File: config.mk
export PLATFORM = sky130hd
export DESIGN_NAME = phy_tp_bridge
export DESIGN_NICKNAME = d
export VERILOG_FILES = /design/src/rtl/phy_tp_pkg.sv /design/src/rtl/phy_tp_cfg_reg.sv /design/src/rtl/phy_tp_strobe_det.sv /design/src/rtl/phy_tp_array.sv /design/src/rtl/phy_tp_bridge.sv
export SDC_FILE = /design/constraint.sdc
export NUM_CORES = 1
export LEC_CHECK = 0
export BUFFER_PORTS_ARGS = -buffer_cell sky130_fd_sc_hd__buf_2
export CORE_MARGIN = 5
export CORE_UTILIZATION = 31
export CTS_BUF_LIST = sky130_fd_sc_hd__clkbuf_4 sky130_fd_sc_hd__clkbuf_8 sky130_fd_sc_hd__clkbuf_16
export DETAILED_ROUTE_END_ITERATION = 10
export GPL_TIMING_DRIVEN = 0
export PLACE_DENSITY_LB_ADDON = 0.05
export SLEW_MARGIN = 20
export SYNTH_ARGS = -nofsm -noshare
export SYNTH_HDL_FRONTEND = slang
export SYNTH_SLANG_ARGS = --single-unit
File: constraint.sdc
create_clock -name clk -period 3.65 [get_ports clk]
set_input_delay 1.095 -clock clk [delete_from_list [all_inputs] [get_ports clk]]
set_output_delay 1.095 -clock clk [all_outputs]
set_load 0.02 [all_outputs]
File: src/rtl/phy_tp_pkg.sv
package phy_tp_pkg;
  localparam int CFG_W      = 32;
  localparam int BYPASS_BIT = 31;
  localparam int STROBE_BIT = 24;
  localparam int DATA_LSB   = 20;
  localparam int DATA_W     = 4;
  localparam int ADDR_LSB   = 12;
  localparam int ADDR_W     = 5;
  localparam int REFCLK_BIT = 0;
endpackage

File: src/rtl/phy_tp_cfg_reg.sv
module phy_tp_cfg_reg #(
  parameter int CFG_W = 32
) (
  input  logic             clk,
  input  logic             rst_n,
  input  logic             we,
  input  logic [CFG_W-1:0] wdata,
  output logic [CFG_W-1:0] q
);
  always_ff @(posedge clk) begin
    if (!rst_n)  q <= '0;
    else if (we) q <= wdata;
  end
endmodule

File: src/rtl/phy_tp_strobe_det.sv
module phy_tp_strobe_det #(
  parameter int ADDR_W = 5,
  parameter int DATA_W = 4
) (
  input  logic              we,
  input  logic              new_strobe,
  input  logic              cur_strobe,
  input  logic [ADDR_W-1:0] new_addr,
  input  logic [DATA_W-1:0] new_data,
  output logic              fire,
  output logic [ADDR_W-1:0] fire_addr,
  output logic [DATA_W-1:0] fire_data
);
  // rising edge measured against the stored word, not a delayed copy
  always_comb begin
    fire      = we && new_strobe && !cur_strobe;
    fire_addr = new_addr;
    fire_data = new_data;
  end
endmodule

File: src/rtl/phy_tp_array.sv
module phy_tp_array #(
  parameter int ADDR_W = 5,
  parameter int DATA_W = 4,
  localparam int DEPTH = 1 << ADDR_W
) (
  input  logic                    clk,
  input  logic                    rst_n,
  input  logic                    wr,
  input  logic [ADDR_W-1:0]       waddr,
  input  logic [DATA_W-1:0]       wdata,
  output logic [DEPTH*DATA_W-1:0] flat
);
  for (genvar i = 0; i < DEPTH; i++) begin : g_entry
    logic [DATA_W-1:0] ent;
    always_ff @(posedge clk) begin
      if (!rst_n) ent <= '0;
      else if (wr && (waddr == ADDR_W'(i))) ent <= wdata;
    end
    assign flat[i*DATA_W +: DATA_W] = ent;
  end
endmodule

File: src/rtl/phy_tp_bridge.sv
module phy_tp_bridge #(
  parameter int CFG_W      = phy_tp_pkg::CFG_W,
  parameter int ADDR_W     = phy_tp_pkg::ADDR_W,
  parameter int DATA_W     = phy_tp_pkg::DATA_W,
  parameter int ADDR_LSB   = phy_tp_pkg::ADDR_LSB,
  parameter int DATA_LSB   = phy_tp_pkg::DATA_LSB,
  parameter int STROBE_BIT = phy_tp_pkg::STROBE_BIT,
  parameter int BYPASS_BIT = phy_tp_pkg::BYPASS_BIT,
  parameter int REFCLK_BIT = phy_tp_pkg::REFCLK_BIT,
  localparam int ARR_W     = (1 << ADDR_W) * DATA_W
) (
  input  logic             clk,
  input  logic             rst_n,
  input  logic             cfg_we,
  input  logic [CFG_W-1:0] cfg_wdata,
  output logic [CFG_W-1:0] cfg_rdata,
  output logic             codec_bypass,
  output logic             refclk_oe,
  output logic [ARR_W-1:0] tp_array
);
  logic [CFG_W-1:0]  word_q;
  logic              fire;
  logic [ADDR_W-1:0] fire_addr;
  logic [DATA_W-1:0] fire_data;

  phy_tp_cfg_reg #(.CFG_W(CFG_W)) u_reg (
    .clk(clk), .rst_n(rst_n), .we(cfg_we), .wdata(cfg_wdata), .q(word_q)
  );

  phy_tp_strobe_det #(.ADDR_W(ADDR_W), .DATA_W(DATA_W)) u_det (
    .we(cfg_we),
    .new_strobe(cfg_wdata[STROBE_BIT]),
    .cur_strobe(word_q[STROBE_BIT]),
    .new_addr(cfg_wdata[ADDR_LSB +: ADDR_W]),
    .new_data(cfg_wdata[DATA_LSB +: DATA_W]),
    .fire(fire), .fire_addr(fire_addr), .fire_data(fire_data)
  );

  phy_tp_array #(.ADDR_W(ADDR_W), .DATA_W(DATA_W)) u_arr (
    .clk(clk), .rst_n(rst_n), .wr(fire), .waddr(fire_addr),
    .wdata(fire_data), .flat(tp_array)
  );

  assign cfg_rdata    = word_q;
  assign codec_bypass = word_q[BYPASS_BIT];
  assign refclk_oe    = word_q[REFCLK_BIT];
endmodule

[Word-level counts from Yosys, hierarchy flattened]
Cells that the tools add are included.
Word-level totals
  bits in read-only memories: 0
  memory bits (writable): 0
  memories: 0
  output and inout port bits: 162
  flip-flop bits (word level): 160
  input port bits: 35
  logic and storage cells: 100
  latch bits: 0
Cells by class
  bitwise logic cells: 0
  reduce and logical (&&, ||, !) cells: 36
  eq/ne operators: 31
  shifts and indexed selects: 0
  muxes and demuxes: 0
  $add $sub $neg: 0
  order comparisons: 0
  $mul: 0
  divide/modulo/power cells: 0
Operators with widths (count)
  5-bit equality test, second input constant: 16
  5-bit by 4-bit equality test with 1-bit output, second input constant: 8
  1-bit logical AND: 34
  5-bit by 3-bit equality test with 1-bit output, second input constant: 4
  5-bit by 2-bit equality test with 1-bit output, second input constant: 2
  5-bit by 1-bit equality test with 1-bit output, second input constant: 1
  5-bit zero test: 1
  1-bit zero test: 1

[Longest topological paths before layout]
  word-level depth: 3
  gate-level depth with buffers: 4
  mapped depth without buffers: 3

[By module]
A second synthesis with hierarchy kept.
Second synthesis, totals
  cells, all modules: 581
  area, all modules: 6072.1 µm²
Modules (own cells, without submodules)
  phy_tp_array: times used 1, sequential area each 2562.5 µm², cells each 466, area an instance 4737.0 µm²
  phy_tp_cfg_reg: times used 1, sequential area each 640.6 µm², cells each 103, area an instance 1243.7 µm²
  phy_tp_strobe_det: times used 1, sequential area each 0.0 µm², cells each 10, area an instance 76.3 µm²
  phy_tp_bridge: times used 1, sequential area each 0.0 µm², cells each 2, area an instance 15.0 µm²

[Least setup slack after synthesis]
OpenSTA, ideal clock, no wires.
  path type: in2reg
  start point: input cfg_wdata[15]
  end point: register u_arr.g_entry[3].ent[0]
  required time: 3.578 ns
  setup time: 0.072 ns
  stages: 3
  path slack: 1.417 ns
  data arrival time: 2.161 ns
  buffers on the path: 0
  path through: or4b_1 -> nor2_2 -> mux2i_1
On the way
  word-level cells in the longest chain between the ends: 2
Ends and longest elaborated chain
  start: declaration: RTL line phy_tp_bridge.sv:15  | input logic [CFG_W-1:0] cfg_wdata,
  5-bit by 2-bit equality test with 1-bit output: RTL line phy_tp_array.sv:17  | else if (wr && (waddr == ADDR_W'(i))) ent <= wdata;
  1-bit logical AND: RTL line phy_tp_array.sv:17
  end signal: assignment: RTL line phy_tp_array.sv:17
  end: declaration: RTL line phy_tp_array.sv:14  | logic [DATA_W-1:0] ent;
Every way passes these cells.
A chain may end at the register's enable or synchronous reset.

[Worst setup path after layout]
  start point: register u_reg.q[24]
  end point: output cfg_rdata[24]
RTL lines
  start: declaration: RTL line phy_tp_cfg_reg.sv:8  | output logic [CFG_W-1:0] q
  start signal: assignment: RTL line phy_tp_cfg_reg.sv:12  | else if (we) q <= wdata;
  end: declaration: RTL line phy_tp_bridge.sv:16  | output logic [CFG_W-1:0] cfg_rdata,
No word-level cell between the ends.

==> results.txt <==
First-pass GRT wire length -> 27900 microns
Switching Share -> 22.6%
Run status -> finished, final reports clean
Worst EP arrival -> 1.24 ns
Crit path cell chain -> buf_4 > buf_2
Die extent in x -> 149 microns
CTS Root Cell -> clkbuf_16
GPL Wtd Cong -> 0.748
Clk_lat worst skew -> 0.42 ns
Mapped cell area -> 5970 sq um
Top-area cell type share of the netlist area -> 53.6%
GR peak layer -> met2
CP peak stage delay -> 0.50 ns
Hold WS -> 0.455 ns
Num ports -> 197
Slowest cell on crit path -> dfxtp_1
Largest net degree at the start of global routing -> 17
Yosys Warn Count -> 0
Post-Place Worst Slack -> 0.984 ns
Kind of critical path -> flop to output pin
CTS H-tree depth -> 4
Fin crit period -> 2.33 ns
Post-route cell area -> 7920 sq um
Quantity of I/O buffers inserted on ports -> 192
Part of the power in registers -> 44.7%
Cts repair resizes -> 0
Worst slew pin tran -> 0.777 ns
Total global routing overflow -> 0
Synthesis-to-layout area growth -> 32.5%
Grt met2 use -> 26.1%
Syn_area_per_cell -> 10.4 sq um
Hold_buf cts -> 0
Register area -> 3200 sq um
Total power -> 4.00 mW
Max Cap Viol -> 0
Antenna violations before repair -> 1
Drt initial violations -> 176
Layout cell share with drive strength beyond 1 -> 30.4%
Multi-input gate area -> 2600 sq um
Clock skew -> 0.00781 ns
Final setup fails -> 0
Max Slew Vio Count -> 0
P_int -> 3.10 mW
Filler Cell Count -> 1874
CP startpoint kind -> flop
Core Area -> 18800 sq um
FP Rows -> 50
Die area -> 22100 sq um
Final ANT Viol Nets -> 0
Power Density -> 505 nW/um^2
Via/cell ratio -> 4.46
Max Fclk -> 429 MHz
Period utilization -> 63.9%
Synth async-reset ratio -> 0%
Seq cells post-synth -> 160
Initial core utilization -> 31.7%
DP Wirelength -> 13500 microns
Worst EP required -> 2.55 ns
Vias -> 4712
Synth area leaders -> dfxtp_1 54%, mux2i_1 27%, nand2_1 9.3%
Max_slew headroom -> 48.2%
Number of synthesized flops with an enable pin -> 0
Final WL -> 18200 microns
TritonRoute pass-1 iters -> 4
Clock power frac -> 49.4%
Vias in the first global route -> 4877
Final hold viol count -> 0
Cells after Synth -> 572
Num CTS Buffers -> 17
CTS sink cnt -> 160
Peak supply drop -> 0.000303 V
Buf+Inv Stages, Crit Path -> 2
Nets -> 818
Worst-path clk slew -> 0.06 ns
Unrepaired setup endpoints after global routing -> false
Placed cell area -> 7260 sq um
CTS tree -> built
Seq/Total Area, Yosys -> 53.6%
Avg WL per Cell -> 17.2 microns
Postcts setup bufs -> 0
Syn nets -> 607
Comb pwr share -> 6.0%
Cell taking the most area after synthesis -> dfxtp_1
P_sw -> 0.903 mW
CP Capture Type -> output pin
Residual DRC -> 0
Global routing usage on met1 -> 21.2%
Most frequent cells after synthesis -> 160 x dfxtp_1, 160 x mux2i_1, 148 x nand2_1
Fin worst setup slack -> 1.32 ns
Crit Path Max Fanout -> 10
Critical path's top delay family -> flip-flops
Type of the worst min-delay path -> flop to flop
Max clock buf depth -> 2
Synth Flop Type -> dfxtp_1
Pleak -> 3.85 nW
Chip Height -> 149 microns
Total Routing Usage GR -> 16.3%
Yosys cell types -> 16
M3 GR Usage -> 5.47%
Final setup TNS -> 0 ns
-- final timing paths --
check	startpoint	to	slack [ns]	depth (start not counted)
setup / recovery	u_reg.q[24]	cfg_rdata[24]	1.32	2
hold / removal	u_arr.g_entry[6].ent[0]	u_arr.g_entry[6].ent[0]	0.45	2
setup reg to reg	u_reg.q[24]	u_arr.g_entry[6].ent[2]	1.99	3
hold reg to reg	u_arr.g_entry[6].ent[0]	u_arr.g_entry[6].ent[0]	0.45	2
-- registers in the layout, summed over array words and instances (netlist names) --
signal and flops:
u_arr.g_entry.ent 128, u_reg.q 32
-- metal layers --
metal | up-vias | part of all wire [%] | wire, microns
li1 | 2330 | - | -
met1 | 2232 | 46 | 8430
met2 | 139 | 46 | 8360
met3 | 11 | 6.4 | 1160
met4 | 0 | 1.1 | 205
met5 | - | 0 | 0
-- cell families after synthesis --
kind of cell  count (synthesis)  share of synthesized area (%)
simple gates                212                           16.8
mux                         160                           26.8
buf+inv                      40                           2.79
flops                       160                           53.6
-- area by class of cell --
class                           instances  area share, %
Multi-Input combinational cell        372           32.9
Clock buffer                           19           5.64
Clock inverter                         13           2.61
Antenna cell                            1         0.0316
Timing Repair Buffer                  192           12.1
Buffer                                 40           2.10
Sequential cell                       160           40.5
Tap cell                              260           4.11
-- metrics by stage --
step,util (%),cells
6_report,42.0,1057
5_1_grt,42.0,1057
3_5_place_dp,38.6,1024
3_3_place_gp,38.6,1024
2_1_floorplan,-,572
4_1_cts,42.0,1056
-- power groups by stage --
stage,Clock [mW],Sequential [mW],Combinational (mW)
floorplan,0,1.86,0.115
global placement,0,1.82,0.240
detailed placement,0,1.83,0.244
CTS,2.02,1.79,0.245
global route,2.10,1.79,0.263
finish,1.97,1.79,0.239
-- worst min-delay path: cells and delay by family (launching register included) --
| kind | cells | cell delay (ns) |
|---|---|---|
| muxes | 1 | 0.05 |
| and+or+nand+nor | 1 | 0.05 |
| DFF | 1 | 0.31 |
-- cell usage in the layout, fill, tap and decap left out, drive strengths merged --
cell,count
buf,199
mux2i,160
dfxtp,160
nand2,148
clkbuf,52
nor2b,32
nor2,16
and4bb,5
bufinv,5
nand4b,4
inv,3
clkinv,3
nor4b,2
nand4bb,2
clkinvlp,2
diode,1
and4b,1
nand4,1
or4b,1
Note: power is estimated with default switching activity, not from simulation.
